[config.mk]
export PLATFORM = sky130hd
export DESIGN_NAME = tty_tx_regs
export DESIGN_NICKNAME = d
export VERILOG_FILES = /design/src/rtl/tty_tx_pkg.sv /design/src/rtl/tty_tx_decode.sv /design/src/rtl/tty_tx_timer.sv /design/src/rtl/tty_tx_flags.sv /design/src/rtl/tty_tx_regs.sv
export SDC_FILE = /design/constraint.sdc
export NUM_CORES = 1
export LEC_CHECK = 0
export BUFFER_PORTS_ARGS = -buffer_cell sky130_fd_sc_hd__buf_2
export CAP_MARGIN = 10
export CORE_MARGIN = 3
export CORE_UTILIZATION = 54
export CTS_BUF_LIST = sky130_fd_sc_hd__clkbuf_4
export DETAILED_ROUTE_END_ITERATION = 10
export PLACE_DENSITY_LB_ADDON = 0.25
export SLEW_MARGIN = 20
export SYNTH_ARGS = -nofsm -noshare
export SYNTH_HDL_FRONTEND = slang
export SYNTH_SLANG_ARGS = --single-unit
[constraint.sdc]
create_clock -name clk -period 4.88 [get_ports clk]
set_input_delay 0.732 -clock clk [delete_from_list [all_inputs] [get_ports clk]]
set_output_delay 0.732 -clock clk [all_outputs]
set_load 0.005 [all_outputs]
[src/rtl/tty_tx_pkg.sv]
package tty_tx_pkg;
  localparam int WORD_W  = 16;
  localparam int CHAR_W  = 8;
  localparam int RDY_BIT = 7;
  localparam int IE_BIT  = 6;

  // Status word image: only the ready and enable bits are implemented.
  function automatic logic [WORD_W-1:0] pack_status(input logic rdy, input logic ie);
    logic [WORD_W-1:0] w;
    w = '0;
    w[RDY_BIT] = rdy;
    w[IE_BIT]  = ie;
    return w;
  endfunction

  // Zero on the programmed count means use the built-in default.
  function automatic logic [31:0] pick_interval(input logic [31:0] cfg, input logic [31:0] dflt);
    return (cfg == 32'd0) ? dflt : cfg;
  endfunction

  // Countdown start value for an interval of n cycles (n >= 1).
  function automatic logic [31:0] reload_of(input logic [31:0] n);
    return (n == 32'd0) ? 32'd0 : n - 32'd1;
  endfunction
endpackage

[src/rtl/tty_tx_decode.sv]
module tty_tx_decode
  import tty_tx_pkg::*;
(
  input  logic              bus_en,
  input  logic              bus_we,
  input  logic [1:0]        bus_addr,
  input  logic [WORD_W-1:0] bus_wdata,
  output logic              status_wr,
  output logic              data_wr,
  output logic              data_load,
  output logic              wr_ie,
  output logic [CHAR_W-1:0] wr_char,
  output logic              rd_data_sel
);
  logic wr_any;
  logic unused_wbits;

  assign wr_any      = bus_en && bus_we;
  // Odd-byte status writes are dropped here.
  assign status_wr   = wr_any && !bus_addr[1] && !bus_addr[0];
  // Every data-word write starts a transmission; only even-byte ones load.
  assign data_wr     = wr_any && bus_addr[1];
  assign data_load   = data_wr && !bus_addr[0];
  assign wr_ie       = bus_wdata[IE_BIT];
  assign wr_char     = bus_wdata[CHAR_W-1:0];
  assign rd_data_sel = bus_addr[1];
  assign unused_wbits = ^{bus_wdata[WORD_W-1:CHAR_W], bus_wdata[RDY_BIT]};
endmodule

[src/rtl/tty_tx_timer.sv]
module tty_tx_timer #(
  parameter int CNT_W = 16
) (
  input  logic             clk,
  input  logic             rst_n,
  input  logic             start,
  input  logic [CNT_W-1:0] reload,
  input  logic             stall,
  output logic             busy,
  output logic             fire,
  output logic             done
);
  logic [CNT_W-1:0] cnt_q;
  logic             busy_q;

  assign busy = busy_q;
  assign fire = busy_q && (cnt_q == '0);
  assign done = fire && !stall;

  always_ff @(posedge clk) begin
    if (!rst_n) begin
      busy_q <= 1'b0;
      cnt_q  <= '0;
    end else if (start) begin
      busy_q <= 1'b1;
      cnt_q  <= reload;
    end else if (fire) begin
      if (stall) begin
        cnt_q <= reload;
      end else begin
        busy_q <= 1'b0;
      end
    end else if (busy_q) begin
      cnt_q <= cnt_q - 1'b1;
    end
  end
endmodule

[src/rtl/tty_tx_flags.sv]
module tty_tx_flags (
  input  logic clk,
  input  logic rst_n,
  input  logic status_wr,
  input  logic wr_ie,
  input  logic data_wr,
  input  logic done,
  output logic ready,
  output logic ie,
  output logic irq
);
  logic rdy_q, ie_q, irq_q;
  logic rdy_n, ie_n, irq_n;

  always_comb begin
    rdy_n = rdy_q;
    ie_n  = ie_q;
    irq_n = irq_q;
    if (done) begin
      rdy_n = 1'b1;
      if (ie_q) irq_n = 1'b1;
    end
    if (status_wr) begin
      ie_n = wr_ie;
      if (!wr_ie)                irq_n = 1'b0;
      else if (rdy_n && !ie_q)   irq_n = 1'b1;
    end
    if (data_wr) begin
      rdy_n = 1'b0;
      irq_n = 1'b0;
    end
  end

  always_ff @(posedge clk) begin
    if (!rst_n) begin
      rdy_q <= 1'b1;
      ie_q  <= 1'b0;
      irq_q <= 1'b0;
    end else begin
      rdy_q <= rdy_n;
      ie_q  <= ie_n;
      irq_q <= irq_n;
    end
  end

  assign ready = rdy_q;
  assign ie    = ie_q;
  assign irq   = irq_q;
endmodule

[src/rtl/tty_tx_regs.sv]
module tty_tx_regs
  import tty_tx_pkg::*;
#(
  parameter int CNT_W            = 16,
  parameter int DEFAULT_INTERVAL = 100
) (
  input  logic              clk,
  input  logic              rst_n,
  input  logic              bus_en,
  input  logic              bus_we,
  input  logic [1:0]        bus_addr,
  input  logic [WORD_W-1:0] bus_wdata,
  output logic [WORD_W-1:0] bus_rdata,
  input  logic [CNT_W-1:0]  char_cycles,
  output logic              tx_valid,
  output logic [CHAR_W-1:0] tx_char,
  input  logic              tx_stall,
  output logic              irq
);
  localparam logic [31:0] DFLT = 32'(DEFAULT_INTERVAL);

  // Named internal events, also watched by the checker.
  logic              status_wr, data_wr, data_load, wr_ie, rd_data_sel;
  logic [CHAR_W-1:0] wr_char;
  logic              tx_busy, tx_fire, tx_done;
  logic              ready, ie;
  logic [CHAR_W-1:0] char_q;
  logic [31:0]       interval_full;
  logic [CNT_W-1:0]  reload;
  logic              unused_hi;

  tty_tx_decode u_dec (
    .bus_en(bus_en), .bus_we(bus_we), .bus_addr(bus_addr), .bus_wdata(bus_wdata),
    .status_wr(status_wr), .data_wr(data_wr), .data_load(data_load),
    .wr_ie(wr_ie), .wr_char(wr_char), .rd_data_sel(rd_data_sel)
  );

  assign interval_full = reload_of(pick_interval(32'(char_cycles), DFLT));
  assign reload        = interval_full[CNT_W-1:0];
  assign unused_hi     = ^interval_full;

  tty_tx_timer #(.CNT_W(CNT_W)) u_tmr (
    .clk(clk), .rst_n(rst_n), .start(data_wr), .reload(reload),
    .stall(tx_stall), .busy(tx_busy), .fire(tx_fire), .done(tx_done)
  );

  tty_tx_flags u_flg (
    .clk(clk), .rst_n(rst_n), .status_wr(status_wr), .wr_ie(wr_ie),
    .data_wr(data_wr), .done(tx_done), .ready(ready), .ie(ie), .irq(irq)
  );

  always_ff @(posedge clk) begin
    if (!rst_n)         char_q <= '0;
    else if (data_load) char_q <= wr_char;
  end

  assign tx_valid = tx_fire;
  assign tx_char  = char_q;

  always_comb begin
    if (!bus_en)          bus_rdata = '0;
    else if (rd_data_sel) bus_rdata = {{(WORD_W-CHAR_W){1'b0}}, char_q};
    else                  bus_rdata = pack_status(ready, ie);
  end
endmodule

# After elaboration in Yosys (flattened, before gate mapping)
# Cells that the tools add are included.
[word_totals] reg_bits=28 in_bits=39 output_inout_bits=26 word_cells=49
[op_classes] addsub=2 eq_ne=2 muxes=18 n_bitwise=1 reduce_logical=20
[ops] operator="16-bit two-way mux" count=6
[ops] operator="16-bit zero test" count=2
[ops] operator="32-bit zero test" count=1
[ops] operator="16-bit by 1-bit subtractor with 16-bit output, second input constant" count=2
[ops] operator="8-bit two-way mux" count=2
[ops] operator="1-bit two-way mux" count=10
[ops] operator="1-bit logical AND" count=8
[ops] operator="1-bit zero test" count=4
[ops] operator="2-bit AND reduction" count=2
[ops] operator="3-bit != test, second input constant" count=1
[ops] operator="3-bit nonzero test" count=1
[ops] operator="2-bit by 1-bit != test with 1-bit output, second input constant" count=1
[ops] operator="2-bit nonzero test" count=1
[ops] operator="2-bit OR reduction" count=1
[ops] operator="1-bit NOT" count=1

# Logic depth before layout (Yosys ltp)
# Gate-level depths: netlist of the first run.
[depth] word_depth=8 ltp_mapped=9 ltp_nobuf=8

# Hierarchy
# From an unflattened synthesis of the first run, not the netlist that was laid out.
[unflattened] cells_unflattened=276 hier_area_um2=2270.9
[by_module_without_submodules] module="tty_tx_timer" n_inst=1 cells_per_inst=139 area_each_um2=1142.3 seq_area_each_um2=340.3
[by_module_without_submodules] module="tty_tx_regs" n_inst=1 cells_per_inst=111 area_each_um2=892.1 seq_area_each_um2=160.2
[by_module_without_submodules] module="tty_tx_flags" n_inst=1 cells_per_inst=13 area_each_um2=130.1 seq_area_each_um2=60.1
[by_module_without_submodules] module="tty_tx_decode" n_inst=1 cells_per_inst=13 area_each_um2=106.4 seq_area_each_um2=0.0

# Least setup slack after synthesis of the first run
# No wires, ideal clock.
[synth_timing] kind="input port to flip-flop" startpoint="input port char_cycles[12]" endpoint="register u_tmr.cnt_q[3]" setup_time_ns=0.117 arrival_ns=2.279 setup_slack_ns=2.483 cell_stages=7 cell_sequence="or4_1 nor4_4 and3_2 or2_1 buf_4 o22ai_1 a32o_1"
[synth_between] elab_chain_cells=7 elab_cells_between_ends=8 cone_classes="add/sub (1); mux (5); reduce/logical (2)"
[synth_lines] item="from (decl)" line_no="tty_tx_regs.sv:14" rtl="input logic [CNT_W-1:0] char_cycles,"
[synth_lines] item="16-bit zero test" line_no="tty_tx_pkg.sv:18" rtl="return (cfg == 32'd0) ? dflt : cfg;"
[synth_lines] item="16-bit two-way mux *" line_no="tty_tx_pkg.sv:18"
[synth_lines] item="16-bit by 1-bit subtractor with 16-bit output or 32-bit zero test (tied branches)" line_no="tty_tx_pkg.sv:23" rtl="return (n == 32'd0) ? 32'd0 : n - 32'd1;"
[synth_lines] item="16-bit two-way mux *" line_no="tty_tx_pkg.sv:23"
[synth_lines] item="16-bit two-way mux" line_no="tty_tx_timer.sv:28" rtl="if (stall) begin"
[synth_lines] item="16-bit two-way mux" line_no="tty_tx_timer.sv:27" rtl="end else if (fire) begin"
[synth_lines] item="16-bit two-way mux *" line_no="tty_tx_timer.sv:24" rtl="end else if (start) begin"
[synth_lines] item="to (signal assigned)" line_no="tty_tx_timer.sv:26" rtl="cnt_q <= reload;"
[synth_lines] item="to (signal assigned)" line_no="tty_tx_timer.sv:29" rtl="cnt_q <= reload;"
[synth_lines] item="to (signal assigned)" line_no="tty_tx_timer.sv:34" rtl="cnt_q <= cnt_q - 1'b1;"
[synth_lines] item="to (decl)" line_no="tty_tx_timer.sv:13" rtl="logic [CNT_W-1:0] cnt_q;"
# Every way passes the cells marked *; elsewhere a longest branch is shown, timed or not. The select of a mux whose other input is x is not followed.
# A chain may end at the register's enable or synchronous reset.

# Worst setup path after layout of the first run
[layout_timing] startpoint="register u_tmr.cnt_q[0]" endpoint="register u_tmr.cnt_q[3]"
[layout_between] elab_chain_cells=4 elab_cells_between_ends=9 cone_classes="add/sub (1); eq/ne (1); mux (3); reduce/logical (4)"
[layout_lines] item="16-bit by 1-bit subtractor with 16-bit output or 16-bit zero test (tied branches)" line_no="tty_tx_timer.sv:34, tty_tx_timer.sv:17"
[layout_lines] item="16-bit two-way mux or 1-bit logical AND (tied branches)" line_no="tty_tx_timer.sv:33, tty_tx_timer.sv:17"
[layout_lines] item="16-bit two-way mux (tied with other cells)" line_no="tty_tx_timer.sv:27"
[layout_lines] item="16-bit two-way mux or 2-bit AND reduction (tied branches)"
# Several ways; a longest one is shown, not always the timed one. The select of a mux whose other input is x is not followed.

==> impl_metrics.env, run 1 <==
export IMPL_yosys_warnings=0
export IMPL_synthesis_instances=265
export IMPL_synthDominantAreaCellType="dfxtp_1"
export IMPL_grt_remaining_overflow=0
export IMPL_drt_antenna_violating_nets=0
export IMPL_whs_endpoint="tx_char[0]"
export IMPL_timing_final_max_slew_violations=0
export IMPL_fmax_achieved_mhz=354.3
export IMPL_die_area_sq_um=4497
export IMPL_cts_sinks=28
export IMPL_layout_setup_ws_ps=2058
export IMPL_most_frequent_cells_after_synthesis="28 x dfxtp_1, 27 x nand2_1, 26 x nor2_1"
export IMPL_grt_pass1_wl_microns=7990
export IMPL_result_of_the_run="completed"
export IMPL_worst_slew_pin_transition_ps=761.0
export IMPL_syn2layout_area_growth_pct=13.05
export IMPL_power_density_nw_per_um2=247.5
export IMPL_cts_setup_buffers=0
export IMPL_fp_coreArea_sq_um=3468
export IMPL_io_buffers=48
export IMPL_worstHoldPathType="flop to flop"
export IMPL_number_of_antenna_violations_at_the_first_check_in_global_routing=0
export IMPL_cts_max_level=1
export IMPL_type_of_element_launching_the_critical_path="flop"
export IMPL_setup_tns_ps=0
export IMPL_critical_path_peak_fanout=17
export IMPL_ff2ff_path_depth=8
export IMPL_finalCriticalPeriod_ps=2822
export IMPL_drt_pass1_iter_count=4
export IMPL_proportion_of_layout_cells_with_a_drive_suffix_above_1_pct=22.04
export IMPL_wl_per_cell_microns=14.03
export IMPL_worst_hold_slack_ps=479.3
export IMPL_clock_tree_buffer_depth=2
export IMPL_grt_total_usage_pct=22.65
export IMPL_detail_route_vias_per_cell=5.866
export IMPL_synth_area_sq_um=2013
export IMPL_synth_lib_cells_used_distinct=56
export IMPL_grt_setup_unrepaired="no"
export IMPL_start_util_pct=58.04
export IMPL_max_slew_margin_pct=49.10
export IMPL_rows=21
export IMPL_syn_avg_cell_area_sq_um=7.597
export IMPL_drt_iter0_drc=163
export IMPL_final_core_utilization_pct=65.62
export IMPL_filler_cell_count=341
export IMPL_endpoint_kind="flop"
export IMPL_route_final_wire_length_microns=4911
export IMPL_drc=0
export IMPL_first_global_vias=1769
export IMPL_place_detailed_hpwl_microns=3744
export IMPL_pre_cts_slack_ps=2117
export IMPL_postSynth_topFlopCell="dfxtp_1"
export IMPL_die_h_microns=67.06
export IMPL_static_leakage_power_nw=0.9519
export IMPL_timing_final_setup_violations=0
export IMPL_number_of_enable_flip_flop_cells_after_synthesis=0
export IMPL_post_place_cells=347
export IMPL_synthArstFlopShare_pct=0
export IMPL_min_delay_path_depth=2
export IMPL_yosysMostFrequentCell="dfxtp_1"
export IMPL_finalHoldViolCount=0
export IMPL_clk_latency_ps=330
export IMPL_timing_setup_critical_path_class="flop to flop"
export IMPL_endpoint_of_the_most_critical_register_to_register_path="u_tmr.cnt_q[3]"
export IMPL_holdBufCountCts=0
export IMPL_cp_data_required_time_ps=5100
export IMPL_globalplace_congestion=0.8795
export IMPL_synth_seq_cells=28
export IMPL_postLayoutCellArea_sq_um=2276
export IMPL_final_setup_skew_ps=20.00
export IMPL_n_antenna_cell=0
export IMPL_cts_tree="yes"
export IMPL_seq_area_frac_synth_pct=27.84
export IMPL_r2r_start="u_tmr.cnt_q[0]"
export IMPL_final_instance_count_excl_fill=350
export IMPL_clk_transition_reported_paths_ps=130
export IMPL_power_mw=0.5633
export IMPL_holdCritStartpoint="tx_char[0]"
export IMPL_synth_top_cell_area_share_pct=27.84
export IMPL_clockRootBuffer="clkbuf_4"
export IMPL_vdd_ir_drop_worst_mv=0.2044
export IMPL_floorplan_io_pins=65
export IMPL_ys_top_cells_by_area="dfxtp_1 28%, a21oi_1 6.0%, nand2_1 5.0%, nor2_1 4.8%, mux2i_1 4.0%"
export IMPL_cell_area_after_placement_sq_um=2253
export IMPL_maxCapViolations=0
export IMPL_cts_made_buffers=3
export IMPL_largest_net_degree_at_the_start_of_global_routing=21
export IMPL_final_min_period_over_clock_period_pct=57.83
export IMPL_count_of_vias_placed_by_the_detailed_router=2053
export IMPL_reg2reg_slack_ps=2060
export IMPL_chipWidth_microns=67.06
export IMPL_post_cts_resized_instances=0
export IMPL_critical_path_arrival_ps=3040
export IMPL_design_final_nets=348
## placed cells by master (no fill, tap or decap), drive strengths merged, types with 3 or more instances in the layout
| master | Yosys | final |
|---|---|---|
| a2111oi | 3 | 3 |
| a211oi | 4 | 4 |
| a21oi | 24 | 24 |
| and3 | 8 | 8 |
| buf | 10 | 49 |
| clkbuf | 10 | 3 |
| conb | 1 | 8 |
| dfxtp | 28 | 28 |
| ha | 3 | 3 |
| inv | 8 | 8 |
| mux2i | 8 | 8 |
| nand2 | 27 | 27 |
| nand2b | 4 | 4 |
| nand3 | 5 | 5 |
| nor2 | 26 | 26 |
| nor2b | 6 | 6 |
| nor3 | 19 | 19 |
| nor4 | 6 | 6 |
| o21a | 4 | 4 |
| o21ai | 17 | 17 |
| o221a | 3 | 3 |
| o22ai | 4 | 4 |
| or3 | 3 | 3 |
| or4 | 3 | 3 |
| xnor2 | 5 | 5 |
## power by group
part | total [mW] | internal (mW) | switching [mW] | leakage [nW]
Sequential | 0.263 | 0.246 | 0.0168 | 0.228
Clock | 0.0924 | 0.0289 | 0.0635 | 0.0138
Combinational | 0.208 | 0.0861 | 0.122 | 0.710
Total | 0.563 | 0.361 | 0.202 | 0.952
## critical path, stage by stage, from the launching register on
cell     delay [ps]
dfxtp_1         330
inv_1           130
ha_1            230
nor3b_2         290
nand4_2         300
o41a_1          740
nand2_1         350
inv_1           130
a32o_1          220
## cell type report
class	instances	area (sq um)	area share (%)
clock buffers	3	22.52	0.9896
inverters	8	30.03	1.319
multi-input cells	216	1358	59.65
flip-flops and latches	28	560.5	24.63
well taps	46	57.56	2.529
repair buffers	49	247.7	10.89
## cells by family after synthesis
family | count (synthesis) | synth area share [%]
and+or+nand+nor | 115 | 31.20
AOI/OAI and AO/OA | 77 | 25.79
other | 1 | 0.1863
muxes | 8 | 3.978
DFF | 28 | 27.84
adders and majority gates | 3 | 1.865
buffers and inverters | 28 | 6.961
xor gates and xnor gates | 5 | 2.175
## per-layer routing
layer | track usage, % | routed length [microns] | up-vias
met5 | 0 | 0 | -
met4 | 6.076 | 70 | 0
met3 | 4.047 | 303 | 8
met2 | 36.07 | 2343 | 62
met1 | 31.06 | 2194 | 937
li1 | - | - | 1046
## how the worst max path moves through the flow
stage	start	to	cells past startpoint
global placement	u_tmr.cnt_q[0]	u_tmr.cnt_q[0]	7
global route	u_tmr.cnt_q[0]	u_tmr.cnt_q[3]	8
floorplan	char_cycles[12]	u_tmr.cnt_q[3]	7
detailed placement	char_cycles[8]	u_tmr.cnt_q[3]	7
finish	u_tmr.cnt_q[0]	u_tmr.cnt_q[3]	8
CTS	u_tmr.cnt_q[0]	u_tmr.cnt_q[3]	8
## sequential cells by signal, indices dropped and copies added, names as in the netlist
register and count:
u_tmr.cnt_q 16, tx_char 8, u_flg.ie 1, u_flg.irq 1, u_flg.ready 1, u_tmr.busy 1
Note: power is estimated with default switching activity, not from simulation.
==> run 2: changes to the inputs <==
--- a/config.mk
+++ b/config.mk
@@ -8,7 +8,7 @@
 export BUFFER_PORTS_ARGS = -buffer_cell sky130_fd_sc_hd__buf_2
 export CAP_MARGIN = 10
 export CORE_MARGIN = 3
-export CORE_UTILIZATION = 54
+export CORE_UTILIZATION = 53
 export CTS_BUF_LIST = sky130_fd_sc_hd__clkbuf_4
 export DETAILED_ROUTE_END_ITERATION = 10
 export PLACE_DENSITY_LB_ADDON = 0.25
==> constraint.sdc (replaced) <==
create_clock -name clk -period 3 [get_ports clk]
set_input_delay 0.45 -clock clk [delete_from_list [all_inputs] [get_ports clk]]
set_output_delay 0.45 -clock clk [all_outputs]
set_load 0.005 [all_outputs]
==> impl_metrics.env, run 2 (synthesis gave the netlist of run 1 again) <==
export IMPL_result_of_the_run="completed"
export IMPL_most_frequent_cells_in_the_layout="48 x buf_2, 28 x dfxtp_1, 27 x nand2_1, 26 x nor2_1, 24 x a21oi_1"
export IMPL_fmax_achieved_mhz=380.4
export IMPL_finalHoldViolCount=0
export IMPL_finalCriticalPeriod_ps=2629
export IMPL_most_common_cell_after_layout_fill_and_taps_aside="buf_2"
export IMPL_first_global_vias=1759
export IMPL_timing_setup_critical_path_class="flop to flop"
export IMPL_grt_remaining_overflow=0
export IMPL_setup_tns_ps=0
export IMPL_proportion_of_layout_cells_with_a_drive_suffix_above_1_pct=23.23
export IMPL_grt_total_usage_pct=22.85
export IMPL_count_of_vias_placed_by_the_detailed_router=2079
export IMPL_maxCapViolations=0
export IMPL_die_h_microns=67.63
export IMPL_cp_data_required_time_ps=3230
export IMPL_final_setup_skew_ps=6.986
export IMPL_worst_slew_pin_transition_ps=606.9
export IMPL_endpoint_kind="flop"
export IMPL_drt_iter0_drc=147
export IMPL_multiInputGateArea_sq_um=1346
export IMPL_critical_path_arrival_ps=2860
export IMPL_place_detailed_hpwl_microns=4037
export IMPL_grt_setup_unrepaired="no"
export IMPL_registers_top_by_ff_count="u_tmr.cnt_q"
export IMPL_number_of_antenna_violations_at_the_first_check_in_global_routing=0
export IMPL_min_delay_path_depth=3
export IMPL_worst_hold_slack_ps=347.1
export IMPL_cts_made_buffers=3
export IMPL_cts_sinks=28
export IMPL_clock_tree_buffer_depth=2
export IMPL_route_final_wire_length_microns=5124
export IMPL_static_leakage_power_nw=0.9738
export IMPL_detail_route_vias_per_cell=5.840
export IMPL_rows=21
export IMPL_final_seq_area_sq_um=560.5
export IMPL_die_area_sq_um=4574
export IMPL_vdd_ir_drop_worst_mv=0.3270
export IMPL_filler_cell_count=336
export IMPL_wl_per_cell_microns=14.39
export IMPL_largest_net_degree_at_the_start_of_global_routing=21
export IMPL_max_slew_margin_pct=59.49
export IMPL_cts_max_level=1
export IMPL_globalplace_congestion=0.9052
export IMPL_io_buffers=48
export IMPL_post_cts_resized_instances=0
export IMPL_ff2ff_path_depth=9
export IMPL_cts_setup_buffers=0
export IMPL_timing_final_setup_violations=0
export IMPL_timing_final_max_slew_violations=0
export IMPL_start_util_pct=57.61
export IMPL_power_density_nw_per_um2=401.9
export IMPL_design_final_nets=353
export IMPL_drt_pass1_iter_count=4
export IMPL_floorplan_io_pins=65
export IMPL_type_of_element_launching_the_critical_path="flop"
export IMPL_final_min_period_over_clock_period_pct=87.63
export IMPL_clk_transition_reported_paths_ps=140
export IMPL_n_antenna_cell=0
export IMPL_clk_latency_ps=320
export IMPL_worstHoldPathType="input port to flop"
export IMPL_critical_path_peak_fanout=13
export IMPL_cts_tree="yes"
export IMPL_largest_register_ffs=16
export IMPL_syn2layout_area_growth_pct=14.54
export IMPL_holdBufCountCts=0
export IMPL_grt_pass1_wl_microns=8093
export IMPL_clockRootBuffer="clkbuf_4"
export IMPL_chipWidth_microns=67.63
export IMPL_drc=0
export IMPL_fp_coreArea_sq_um=3495
export IMPL_drt_antenna_violating_nets=0
==> run 2: path summary, 6_finish.rpt <==
path                       start        endpoint  slack (ps)
hold / removal      bus_wdata[1]      tx_char[1]         350
setup / recovery  u_tmr.cnt_q[0]  u_tmr.cnt_q[0]         370
setup reg to reg  u_tmr.cnt_q[0]  u_tmr.cnt_q[0]         370
hold reg to reg       tx_char[1]      tx_char[1]         480
==> run 2: cell type report <==
class	count	area share, %
inverter	8	1.302
clock inverter	1	0.1628
timing repair buffer	54	12.37
multi-input combinational	216	58.38
clock buffer	3	0.9767
sequential	28	24.31
tap	46	2.496
==> run 2: metal layers <==
layer	part of all wire [%]	global-route usage [%]
met5	0	0
met4	0.68	4.051
met3	5.3	3.827
met2	51	39.61
met1	43	29.78
==> run 2: critical path: stages, from the launching register on <==
cell and delay [ps]:
dfxtp_1 340, inv_1 140, ha_1 230, nor3b_2 320, nand4_2 280, o41a_1 570
buf_4 220, o21ai_1 80, nor2_1 60, a2111oi_2 280
==> run 2: power breakdown <==
part	switching (mW)	total, mW	internal (mW)	leakage, nW
combinational	0.199	0.342	0.143	0.730
sequential	0.0290	0.429	0.400	0.228
clock	0.106	0.155	0.0488	0.0154
total	0.334	0.927	0.592	0.974
==> run 2: through the flow <==
step | total power, mW | area [sq um] | setup WS (ps) | util (%) | cells
finish | 0.9268 | 2306 | 371.2 | 65.99 | 356
global placement | 0.7647 | 2280 | 491.5 | 65.23 | 352
global route | 0.9883 | 2306 | 178.0 | 65.99 | 356
detailed placement | 0.7743 | 2280 | 446.9 | 65.23 | 352
floorplan | 0.6903 | 2039 | 851.2 | - | 272
CTS | 0.9284 | 2306 | 402.7 | 65.99 | 356
==> run 3: changes to the inputs <==
--- a/config.mk
+++ b/config.mk
@@ -5,10 +5,11 @@
 export SDC_FILE = /design/constraint.sdc
 export NUM_CORES = 1
 export LEC_CHECK = 0
+export ABC_AREA = 1
 export BUFFER_PORTS_ARGS = -buffer_cell sky130_fd_sc_hd__buf_2
 export CAP_MARGIN = 10
 export CORE_MARGIN = 3
-export CORE_UTILIZATION = 53
+export CORE_UTILIZATION = 54
 export CTS_BUF_LIST = sky130_fd_sc_hd__clkbuf_4
 export DETAILED_ROUTE_END_ITERATION = 10
 export PLACE_DENSITY_LB_ADDON = 0.25
==> impl_metrics.env, run 3 <==
export IMPL_synth_xor_area_share_pct=3.898
export IMPL_final_min_period_over_clock_period_pct=78.36
export IMPL_clk_transition_reported_paths_ps=150
export IMPL_seq_area_frac_synth_pct=24.94
export IMPL_cts_tree="yes"
export IMPL_synth_compound_gate_area_share_pct=15.65
export IMPL_power_mw=1.009
export IMPL_timing_final_max_slew_violations=0
export IMPL_holdCritStartpoint="bus_wdata[7]"
export IMPL_finalHoldViolCount=0
export IMPL_clk_latency_ps=330
export IMPL_number_of_antenna_violations_at_the_first_check_in_global_routing=0
export IMPL_detail_route_vias_per_cell=5.324
export IMPL_drt_antenna_violating_nets=0
export IMPL_drc=0
export IMPL_cts_setup_buffers=0
export IMPL_grt_remaining_overflow=0
export IMPL_post_cts_resized_instances=0
export IMPL_result_of_the_run="completed"
export IMPL_synthArstFlopShare_pct=0
export IMPL_setup_tns_ps=0
export IMPL_rows=22
export IMPL_pre_cts_slack_ps=834.8
export IMPL_most_frequent_cells_in_the_layout="76 x nand2_1, 66 x nor2_1, 48 x buf_2, 30 x inv_1"
export IMPL_final_instance_count_excl_fill=451
export IMPL_chipWidth_microns=70.51
export IMPL_post_place_cells=447
export IMPL_route_final_wire_length_microns=5296
export IMPL_endpoint_of_the_most_critical_register_to_register_path="u_tmr.cnt_q[9]"
export IMPL_proportion_of_layout_cells_with_a_drive_suffix_above_1_pct=20.35
export IMPL_ff2ff_path_depth=11
export IMPL_die_h_microns=70.51
export IMPL_wl_per_cell_microns=11.74
export IMPL_n_antenna_cell=0
export IMPL_most_frequent_cells_after_synthesis="76 x nand2_1, 66 x nor2_1, 30 x inv_1"
export IMPL_clock_tree_buffer_depth=2
export IMPL_cts_made_buffers=3
export IMPL_cp_data_required_time_ps=2550
export IMPL_grt_setup_unrepaired="no"
export IMPL_most_common_cell_after_layout_fill_and_taps_aside="nand2_1"
export IMPL_vdd_ir_drop_worst_mv=0.3151
export IMPL_place_detailed_hpwl_microns=4130
export IMPL_whs_endpoint="tx_char[7]"
export IMPL_multiplexer_share_of_the_synthesized_area_pct=0
export IMPL_filler_cell_count=378
export IMPL_number_of_enable_flip_flop_cells_after_synthesis=0
export IMPL_layout_setup_ws_ps=649.3
export IMPL_static_leakage_power_nw=1.212
export IMPL_syn2layout_area_growth_pct=11.25
export IMPL_drt_iter0_drc=163
export IMPL_power_density_nw_per_um2=403.4
export IMPL_floorplan_io_pins=65
export IMPL_yosys_warnings=0
export IMPL_finalCriticalPeriod_ps=2351
export IMPL_r2r_start="u_tmr.cnt_q[0]"
export IMPL_synthDominantAreaCellType="dfxtp_1"
export IMPL_largest_net_degree_at_the_start_of_global_routing=27
export IMPL_registers_top_by_ff_count="u_tmr.cnt_q"
export IMPL_fmax_achieved_mhz=425.4
export IMPL_cts_max_level=1
export IMPL_yosys_area_share_simple_pct=42.43
export IMPL_critical_path_arrival_ps=1900
export IMPL_synth_area_sq_um=2247
export IMPL_synth_seq_cells=28
export IMPL_design_final_nets=446
export IMPL_clockRootBuffer="clkbuf_4"
export IMPL_maxCapViolations=0
export IMPL_synth_adder_area_share_pct=1.670
export IMPL_main_combinational_cell_family_by_area_after_synthesis="simple AND/OR/NAND/NOR gates"
export IMPL_holdBufCountCts=0
export IMPL_first_global_vias=2103
export IMPL_timing_setup_critical_path_class="flop to output port"
export IMPL_globalplace_congestion=0.9209
export IMPL_yosysMostFrequentCell="nand2_1"
export IMPL_min_delay_path_depth=3
export IMPL_final_core_utilization_pct=65.34
export IMPL_postLayoutCellArea_sq_um=2500
export IMPL_worst_hold_slack_ps=328.4
export IMPL_io_buffers=48
export IMPL_start_util_pct=58.73
export IMPL_timing_final_setup_violations=0
export IMPL_critical_path_peak_fanout=6
export IMPL_drt_pass1_iter_count=4
export IMPL_endpoint_kind="output port"
export IMPL_type_of_element_launching_the_critical_path="flop"
export IMPL_syn_avg_cell_area_sq_um=6.225
export IMPL_ys_top_cells_by_area="dfxtp_1 25%, nand2_1 13%, nor2_1 11%, a21oi_1 6.2%, inv_1 5.0%"
export IMPL_synthesis_instances=361
export IMPL_grt_total_usage_pct=21.59
export IMPL_grt_pass1_wl_microns=9142
export IMPL_fp_coreArea_sq_um=3826
export IMPL_largest_register_ffs=16
export IMPL_synth_top_cell_area_share_pct=24.94
export IMPL_postSynth_topFlopCell="dfxtp_1"
export IMPL_cts_sinks=28
export IMPL_reg2reg_slack_ps=910
export IMPL_cell_area_after_placement_sq_um=2447
export IMPL_worstHoldPathType="input port to flop"
export IMPL_synth_lib_cells_used_distinct=35
export IMPL_count_of_vias_placed_by_the_detailed_router=2401
export IMPL_final_setup_skew_ps=3.223
export IMPL_die_area_sq_um=4972
run 3: final cells by class:
type                       count  area, sq um  area share [%]
clock buffer                   3        22.52          0.9009
clock inverter                 1        30.03           1.201
inverter                      33        126.4           5.055
multi-input combinational    290         1460           58.41
sequential                    28        560.5           22.42
tap                           48        60.06           2.402
timing repair buffer          48        240.2           9.610
run 3: how the worst max path moves through the flow:
stage / from / end / slack [ps] / cells past startpoint
after floorplan: u_tmr.cnt_q[0] / u_tmr.cnt_q[3] / 1310 / 12
after detailed placement: char_cycles[0] / u_tmr.cnt_q[14] / 830 / 13
final: u_tmr.cnt_q[0] / tx_valid / 650 / 9
after global routing: u_tmr.cnt_q[0] / tx_valid / 500 / 9
after CTS: u_tmr.cnt_q[0] / tx_valid / 670 / 9
after global placement: char_cycles[0] / u_tmr.cnt_q[14] / 900 / 13
run 3: power breakdown:
group | total, mW | internal (mW) | switching, mW
clock | 0.251 | 0.135 | 0.116
combinational | 0.329 | 0.124 | 0.205
sequential | 0.429 | 0.398 | 0.0305
run 3: cell families after synthesis:
| logic type | count (synthesis) |
|---|---|
| AO/OA/AOI/OAI | 65 |
| XOR/XNOR | 10 |
| adder cells (fa/ha/maj) | 3 |
| buffers and inverters | 50 |
| flip-flops | 28 |
| other | 1 |
| AND/OR/NAND/NOR | 204 |
run 3: metal layers:
layer  vias up  GRT usage (%)  share of wire (%)
li1       1246              -                  -
met1      1077          30.94                 47
met2        72          35.24                 46
met3         6          3.165                6.6
met4         0          2.766               0.68
met5         -              0                  0
run 3: worst max-delay path: stages, from the launching register on:
cell,delay (ps)
dfxtp_1,400
inv_1,90
ha_1,230
nand2_1,70
nor2_1,140
nand2_1,130
nor2_1,100
nand4_1,100
nor3_1,150
buf_2,140
